**config.mk**
```make
export PLATFORM = sky130hd
export DESIGN_NAME = dbg_cmd_engine
export DESIGN_NICKNAME = d
export VERILOG_FILES = /design/src/rtl/dbg_cmd_engine.sv
export SDC_FILE = /design/constraint.sdc
export NUM_CORES = 1
export LEC_CHECK = 0
export ABC_AREA = 1
export BUFFER_PORTS_ARGS = -buffer_cell sky130_fd_sc_hd__buf_2
export CORE_ASPECT_RATIO = 0.8
export CORE_UTILIZATION = 45
export DETAILED_ROUTE_END_ITERATION = 16
export GPL_TIMING_DRIVEN = 1
export PLACE_DENSITY = 0.8
export REMOVE_ABC_BUFFERS = 1
export SLEW_MARGIN = 0
export SYNTH_ARGS = -nofsm -noshare
export SYNTH_HDL_FRONTEND = slang
export SYNTH_SLANG_ARGS = --single-unit
```
**constraint.sdc**
```tcl
create_clock -name clk -period 1.9 [get_ports clk]
set_input_delay 0.19 -clock clk [delete_from_list [all_inputs] [get_ports clk]]
set_output_delay 0.19 -clock clk [all_outputs]
set_load 0.01 [all_outputs]
```
**src/rtl/dbg_cmd_engine.sv**
```systemverilog
module dbg_cmd_engine #(
  parameter int          WW      = 16,
  parameter logic [7:0]  RD_CODE = 8'hD1
) (
  input  logic            clk,
  input  logic            rst,
  input  logic            frm_valid,
  input  logic [WW-1:0]   frm_rx,
  output logic [WW:0]     frm_tx,
  output logic            mem_req,
  output logic [2*WW-1:0] mem_addr,
  output logic [1:0]      mem_size,
  input  logic            mem_ack,
  input  logic [2*WW-1:0] mem_rdata,
  input  logic            mem_err
);
  localparam int AW = 2 * WW;
  localparam logic [WW:0] R_NRDY = {1'b1, {WW{1'b0}}};
  localparam logic [WW:0] R_BERR = {1'b1, {(WW-1){1'b0}}, 1'b1};
  localparam logic [WW:0] R_ILL  = {1'b1, {WW{1'b1}}};
  localparam logic [WW:0] R_CMPL = {1'b0, {WW{1'b1}}};

  typedef enum logic [2:0] {S_OP, S_AHI, S_ALO, S_WAIT, S_RHI, S_RLO} st_t;
  st_t st;

  logic [WW:0]   rsp;
  logic [WW-1:0] res_lo;
  logic [AW-1:0] ext;
  logic          waiting;

  wire op_nop = (frm_rx == '0);
  wire op_rd  = (frm_rx[WW-1:WW-8] == RD_CODE) && (frm_rx[WW-9:2] == '0) &&
                (frm_rx[1:0] != 2'b11);

  assign frm_tx  = rsp;
  assign waiting = (st == S_WAIT);

  always_comb begin
    case (mem_size)
      2'b00:   ext = {{(AW-8){1'b0}}, mem_rdata[7:0]};
      2'b01:   ext = {{(AW-WW){1'b0}}, mem_rdata[WW-1:0]};
      default: ext = mem_rdata;
    endcase
  end

  always_ff @(posedge clk) begin
    if (rst) begin
      st       <= S_OP;
      rsp      <= R_CMPL;
      mem_req  <= 1'b0;
      mem_addr <= '0;
      mem_size <= 2'b00;
      res_lo   <= '0;
    end else begin
      mem_req <= 1'b0;
      if (st == S_WAIT) begin
        if (mem_ack) begin
          if (mem_err) begin
            rsp <= R_BERR;
            st  <= S_OP;
          end else begin
            rsp    <= {1'b0, ext[AW-1:WW]};
            res_lo <= ext[WW-1:0];
            st     <= S_RHI;
          end
        end
      end else if (frm_valid) begin
        case (st)
          S_AHI: begin
            mem_addr[AW-1:WW] <= frm_rx;
            rsp <= R_NRDY;
            st  <= S_ALO;
          end
          S_ALO: begin
            mem_addr[WW-1:0] <= frm_rx;
            mem_req <= 1'b1;
            rsp <= R_NRDY;
            st  <= S_WAIT;
          end
          S_RHI: begin
            rsp <= {1'b0, res_lo};
            st  <= S_RLO;
          end
          default: begin
            if (op_rd) begin
              mem_size <= frm_rx[1:0];
              rsp <= R_NRDY;
              st  <= S_AHI;
            end else begin
              rsp <= op_nop ? R_CMPL : R_ILL;
              st  <= S_OP;
            end
          end
        endcase
      end
    end
  end
endmodule


```
; Word level (Yosys, flattened, before mapping)
; Cells that the tools add are included.
[totals]
regBits = 71
in_bits = 53
output_inout_bits = 52
elab_cells = 48
[op_classes]
n_eq_ne = 8
muxes = 15
bitwise = 4
n_reduce_logical = 14
[ops]
columns = cell, n
row1 = $mux W17, 6
row2 = $pmux W32 S2, 1
row3 = $pmux W17 S2, 1
row4 = $logic_not A16 Y1, 1
row5 = $mux W3, 4
row6 = $pmux W3 S3, 1
row7 = $reduce_and A3 Y1, 3
row8 = $eq A8 B8 Y1 const B, 1
row9 = $eq A3 B2 Y1 const B, 2
row10 = $logic_not A6 Y1, 1
row11 = $reduce_or A3 Y1, 2
row12 = $ne A2 B2 Y1 const B, 2
row13 = $not A1 Y1, 4
row14 = $reduce_and A4 Y1, 1
row15 = $eq A3 B1 Y1 const B, 1
row16 = $eq A3 B3 Y1 const B, 1
row17 = $eq A2 B1 Y1 const B, 1
row18 = $logic_and A1 B1 Y1, 2
row19 = $logic_not A2 Y1, 1
row20 = $mux W1, 2
row21 = $reduce_and A2 Y1, 1
row22 = $reduce_bool A2 Y1, 1
row23 = $reduce_or A2 Y1, 1

; Logic depth before layout (Yosys ltp)
[logic_depth]
ltp_word = 7
depth_mapped = 13
mapped_depth_nobuf = 12

; Worst setup path after synthesis
; No wires, ideal clock.
[synth_path]
path_type = register to register
from = register st[2]
to = register mem_addr[19]
setup_time_ns = 0.116
arrival_time_ns = 1.277
t_required_ns = 1.784
slack_ns = 0.507
stages_incl_launch_ff = 11
n_path_buf = 2
period_less_slack_ns = 1.393
cell_sequence = dfxtp_1 > inv_1 > nand2_1 > inv_2 > nand2_1 > nor2_1 > clkbuf_2 > inv_2 > buf_2 > nor2_1 > nor2_1
[synth_between]
elab_chain_cells = 3
word_cells_on_any_way = 4
cone_classes = 2 x eq/ne / 1 x bitwise / 1 x reduce/logical
[synth_rtl]
columns = item, line_no
row1 = from (decl), 24  ; st_t st;
row2 = from (signal assigned), 48  ; st <= S_OP;
row3 = from (signal assigned), 60  ; st <= S_OP;
row4 = from (signal assigned), 64  ; st <= S_RHI;
row5 = $eq A3 B2 Y1, 56  ; if (st == S_WAIT) begin
row6 = $not A1 Y1 (no source line), n/a
row7 = $reduce_and A3 Y1 (no source line) *, n/a
row8 = "to (signal, indexed assignment)", 70  ; mem_addr[AW-1:WW] <= frm_rx;
row9 = "to (signal, indexed assignment)", 75  ; mem_addr[WW-1:0] <= frm_rx;
row10 = to (decl), 11  ; output logic [2*WW-1:0] mem_addr,
; Every way passes the cells marked *; elsewhere a longest branch is shown, timed or not.
; A chain may end at the register's enable or synchronous reset.

; Worst setup path in the final report
[layout_path]
from = register st[2]
to = register rsp[0] (netlist: frm_tx[0])
[layout_between]
elab_chain_cells = 5
word_cells_on_any_way = 11
cone_classes = 5 x eq/ne / 3 x mux / 3 x reduce/logical
[layout_rtl]
columns = item, line_no
row1 = $eq A3 B2 Y1 / $eq A3 B1 Y1 (equally long branches), 68  ; case (st)
row2 = $reduce_or A2 Y1 (no source line), n/a
row3 = $pmux W17 S2, 68
row4 = $mux W17, 67  ; end else if (frm_valid) begin
row5 = $mux W17, 56
row6 = to (signal assigned), 62  ; rsp <= {1'b0, ext[AW-1:WW]};
row7 = to (signal assigned), 81  ; rsp <= {1'b0, res_lo};
row8 = to (signal assigned), 90  ; rsp <= op_nop ? R_CMPL : R_ILL;
row9 = to (decl), 26  ; logic [WW:0] rsp;
; Several ways; a longest one is shown, not always the timed one. The select of a mux whose other input is x is not followed.

==> results.json <==
{
  "cts.sinks": 71,
  "final_cell_mix": "nand2_1 (169), buf_2 (104), nor2_1 (87), dfxtp_1 (71), o21ai_0 (41)",
  "dr.pass1.iters": 5,
  "cts_setup_buffers": 0,
  "finalSetupViolCount": 0,
  "rrSetupSlack_ps": 210,
  "clk_latency_ps": 340,
  "routed_wl_um": 8100,
  "maxCapViolations": 0,
  "grt-ovfl-total": 0,
  "hold_viol_final": 0,
  "post-dp-hpwl_um": 5890,
  "ios": 105,
  "track_usage_pct": 22.8,
  "area_delta_synth_final_pct": 23.7,
  "yosys-mux-area-fraction_pct": 0,
  "ys_types": 24,
  "ant_nets": 0,
  "ys_seq_area_share_pct": 45.0,
  "drc_errors": 0,
  "dr.first_iter.drc_count": 173,
  "cts-htree-levels": 3,
  "drive_above_1_share_pct": 25.5,
  "path_class": "flip-flop to flip-flop",
  "grt_max_degree": 35,
  "synthAdderAreaFrac_pct": 0,
  "layout.nets": 625,
  "synth_top_family_by_area": "simple AND/OR/NAND/NOR gates",
  "cts_resized": 0,
  "antennaDiodeCount": 0,
  "hold_class": "input pin to flip-flop",
  "postCtsHoldBufs": 0,
  "crit_fanout": 18,
  "p_per_area_nw_per_um2": 743,
  "core_region_area_um2": 6570,
  "die-area_um2": 7360,
  "port_buffers": 104,
  "status": "finished clean",
  "worst_pin_slew_ps": 351,
  "fin_setup_tns_ps": 0,
  "async_flop_share_pct": 0,
  "antenna_found_initial": 0,
  "cts.path.max_buffers": 2,
  "dp_cells": 645,
  "fin_skew_ps": 7.57,
  "rsz0062_at_grt": "no",
  "syn_inst": 471,
  "fin_crit_ps": 1690,
  "start_util_pct": 48.1,
  "avgViaCountPerCell": 4.85,
  "die_y_um": 77.0,
  "synthSimpleGateAreaFrac_pct": 37.4,
  "slew_headroom_pct": 76.6,
  "ctsRootBufferMaster": "clkbuf_8",
  "crit_path_start_kind": "flip-flop",
  "maxSlewViolCount": 0,
  "leakage_nw": 2.08,
  "yosys_warnings": 0,
  "numCtsBuffers": 9,
  "drt-wirelength-per-cell_um": 12.2,
  "vias": 3208,
  "die_width_um": 95.7,
  "end_kind": "flip-flop",
  "vdd_drop_max_mv": 0.447,
  "gp_congestion": 0.803,
  "max_freq_mhz": 591,
  "synth.avg_cell_area_um2": 6.71,
  "synth-xor-area-share_pct": 0,
  "ys_ff_latch": 71,
  "grt_pass1_wl_um": 13100,
  "fin_cells": 661,
  "cp.arrival_ps": 1910,
  "layout_commonest_cell": "nand2_1",
  "syn-cell-area_um2": 3160,
  "rows": 26,
  "synth_compound_area_share_pct": 9.50,
  "synth-main-ff-cell": "dfxtp_1",
  "first_global_vias": 2886,
  "synth_edf_count": 0,
  "critical_path_required_ps": 2120,
  "cts.reportedPaths.clkPinSlew_ps": 80,
  "cts_tree": "done",
  "timing.final.crit_share_pct": 89.0
}
[cell type report]
class | instances | area [um^2]
clock buffers | 9 | 124
clock inverters | 7 | 72.6
fillers | 638 | 2660
inverters | 33 | 125
multi-input cells | 345 | 1480
flip-flops and latches | 71 | 1420
well taps | 84 | 105
repair buffers | 112 | 581
[path summary, 6_finish.rpt]
path           startpoint  cells past startpoint         end
max reg2reg         st[2]                     10   frm_tx[0]
max                 st[2]                     10   frm_tx[0]
min          mem_rdata[3]                      3   res_lo[3]
min reg2reg    res_lo[14]                      2  res_lo[14]
[sequential cells by signal, summed over array words and instances (netlist names)]
name / count
mem_addr: 32
mem_size: 2
res_lo: 16
mem_req: 1
st: 3
frm_tx: 17
[per-stage QoR]
| stage | hold WS [ps] | power, mW | util (%) | setup slack (ps) | cell area, um^2 |
|---|---|---|---|---|---|
| floorplan | 259 | 1.63 | - | 164 | 3030 |
| global placement | 444 | 1.74 | 56.5 | 352 | 3710 |
| detailed placement | 444 | 1.75 | 56.5 | 250 | 3710 |
| CTS | 84.9 | 2.92 | 59.5 | 236 | 3910 |
| global route | 94.5 | 3.02 | 59.5 | 93.0 | 3910 |
| finish | 97.8 | 2.90 | 59.5 | 209 | 3910 |
[cells in the mapped netlist, types with 2 or more instances]
cell type,count,area [um^2]
nand2_4,3,33.8
a21oi_1,18,90.1
nor2_8,2,40.0
buf_2,6,30.0
nand2_2,3,18.8
inv_1,26,97.6
dfxtp_1,71,1420
clkbuf_1,8,30.0
buf_4,3,22.5
o21ai_0,41,205
nand3_1,14,70.1
nor2_1,87,327
nor3_1,2,10.0
inv_2,6,22.5
buf_6,4,45.0
nand2_1,169,634
[routing by layer]
metal  part of all wire, %  GRT usage, %  vias up
li1                      -             -     1650
met1                    47          30.2     1452
met2                    46          36.4       97
met3                   5.8          5.65        9
met4                   1.3          6.72        0
met5                     0             0        -
[report_power, final]
part	switching [mW]	internal (mW)
clock network	0.583	0.608
logic	0.117	0.0827
registers	0.00876	1.50
[kinds of logic (layout without fill, tap and decap cells)]
kind of cell,Yosys count,in the layout
AO/OA/AOI/OAI,60,60
buffers and inverters,55,161
flip-flops,71,71
AND/OR/NAND/NOR,285,285
[critical path: stages (launching register included)]
cell and delay (ps):
dfxtp_1 340, inv_1 110, nand2_1 100, inv_2 110, nand2_4 150, nand2_2 120, nand2_2 60, inv_2 170
nor2_1 100, o21ai_1 220, nand3_1 90
No activity file was read; power rests on OpenSTA's default activity.
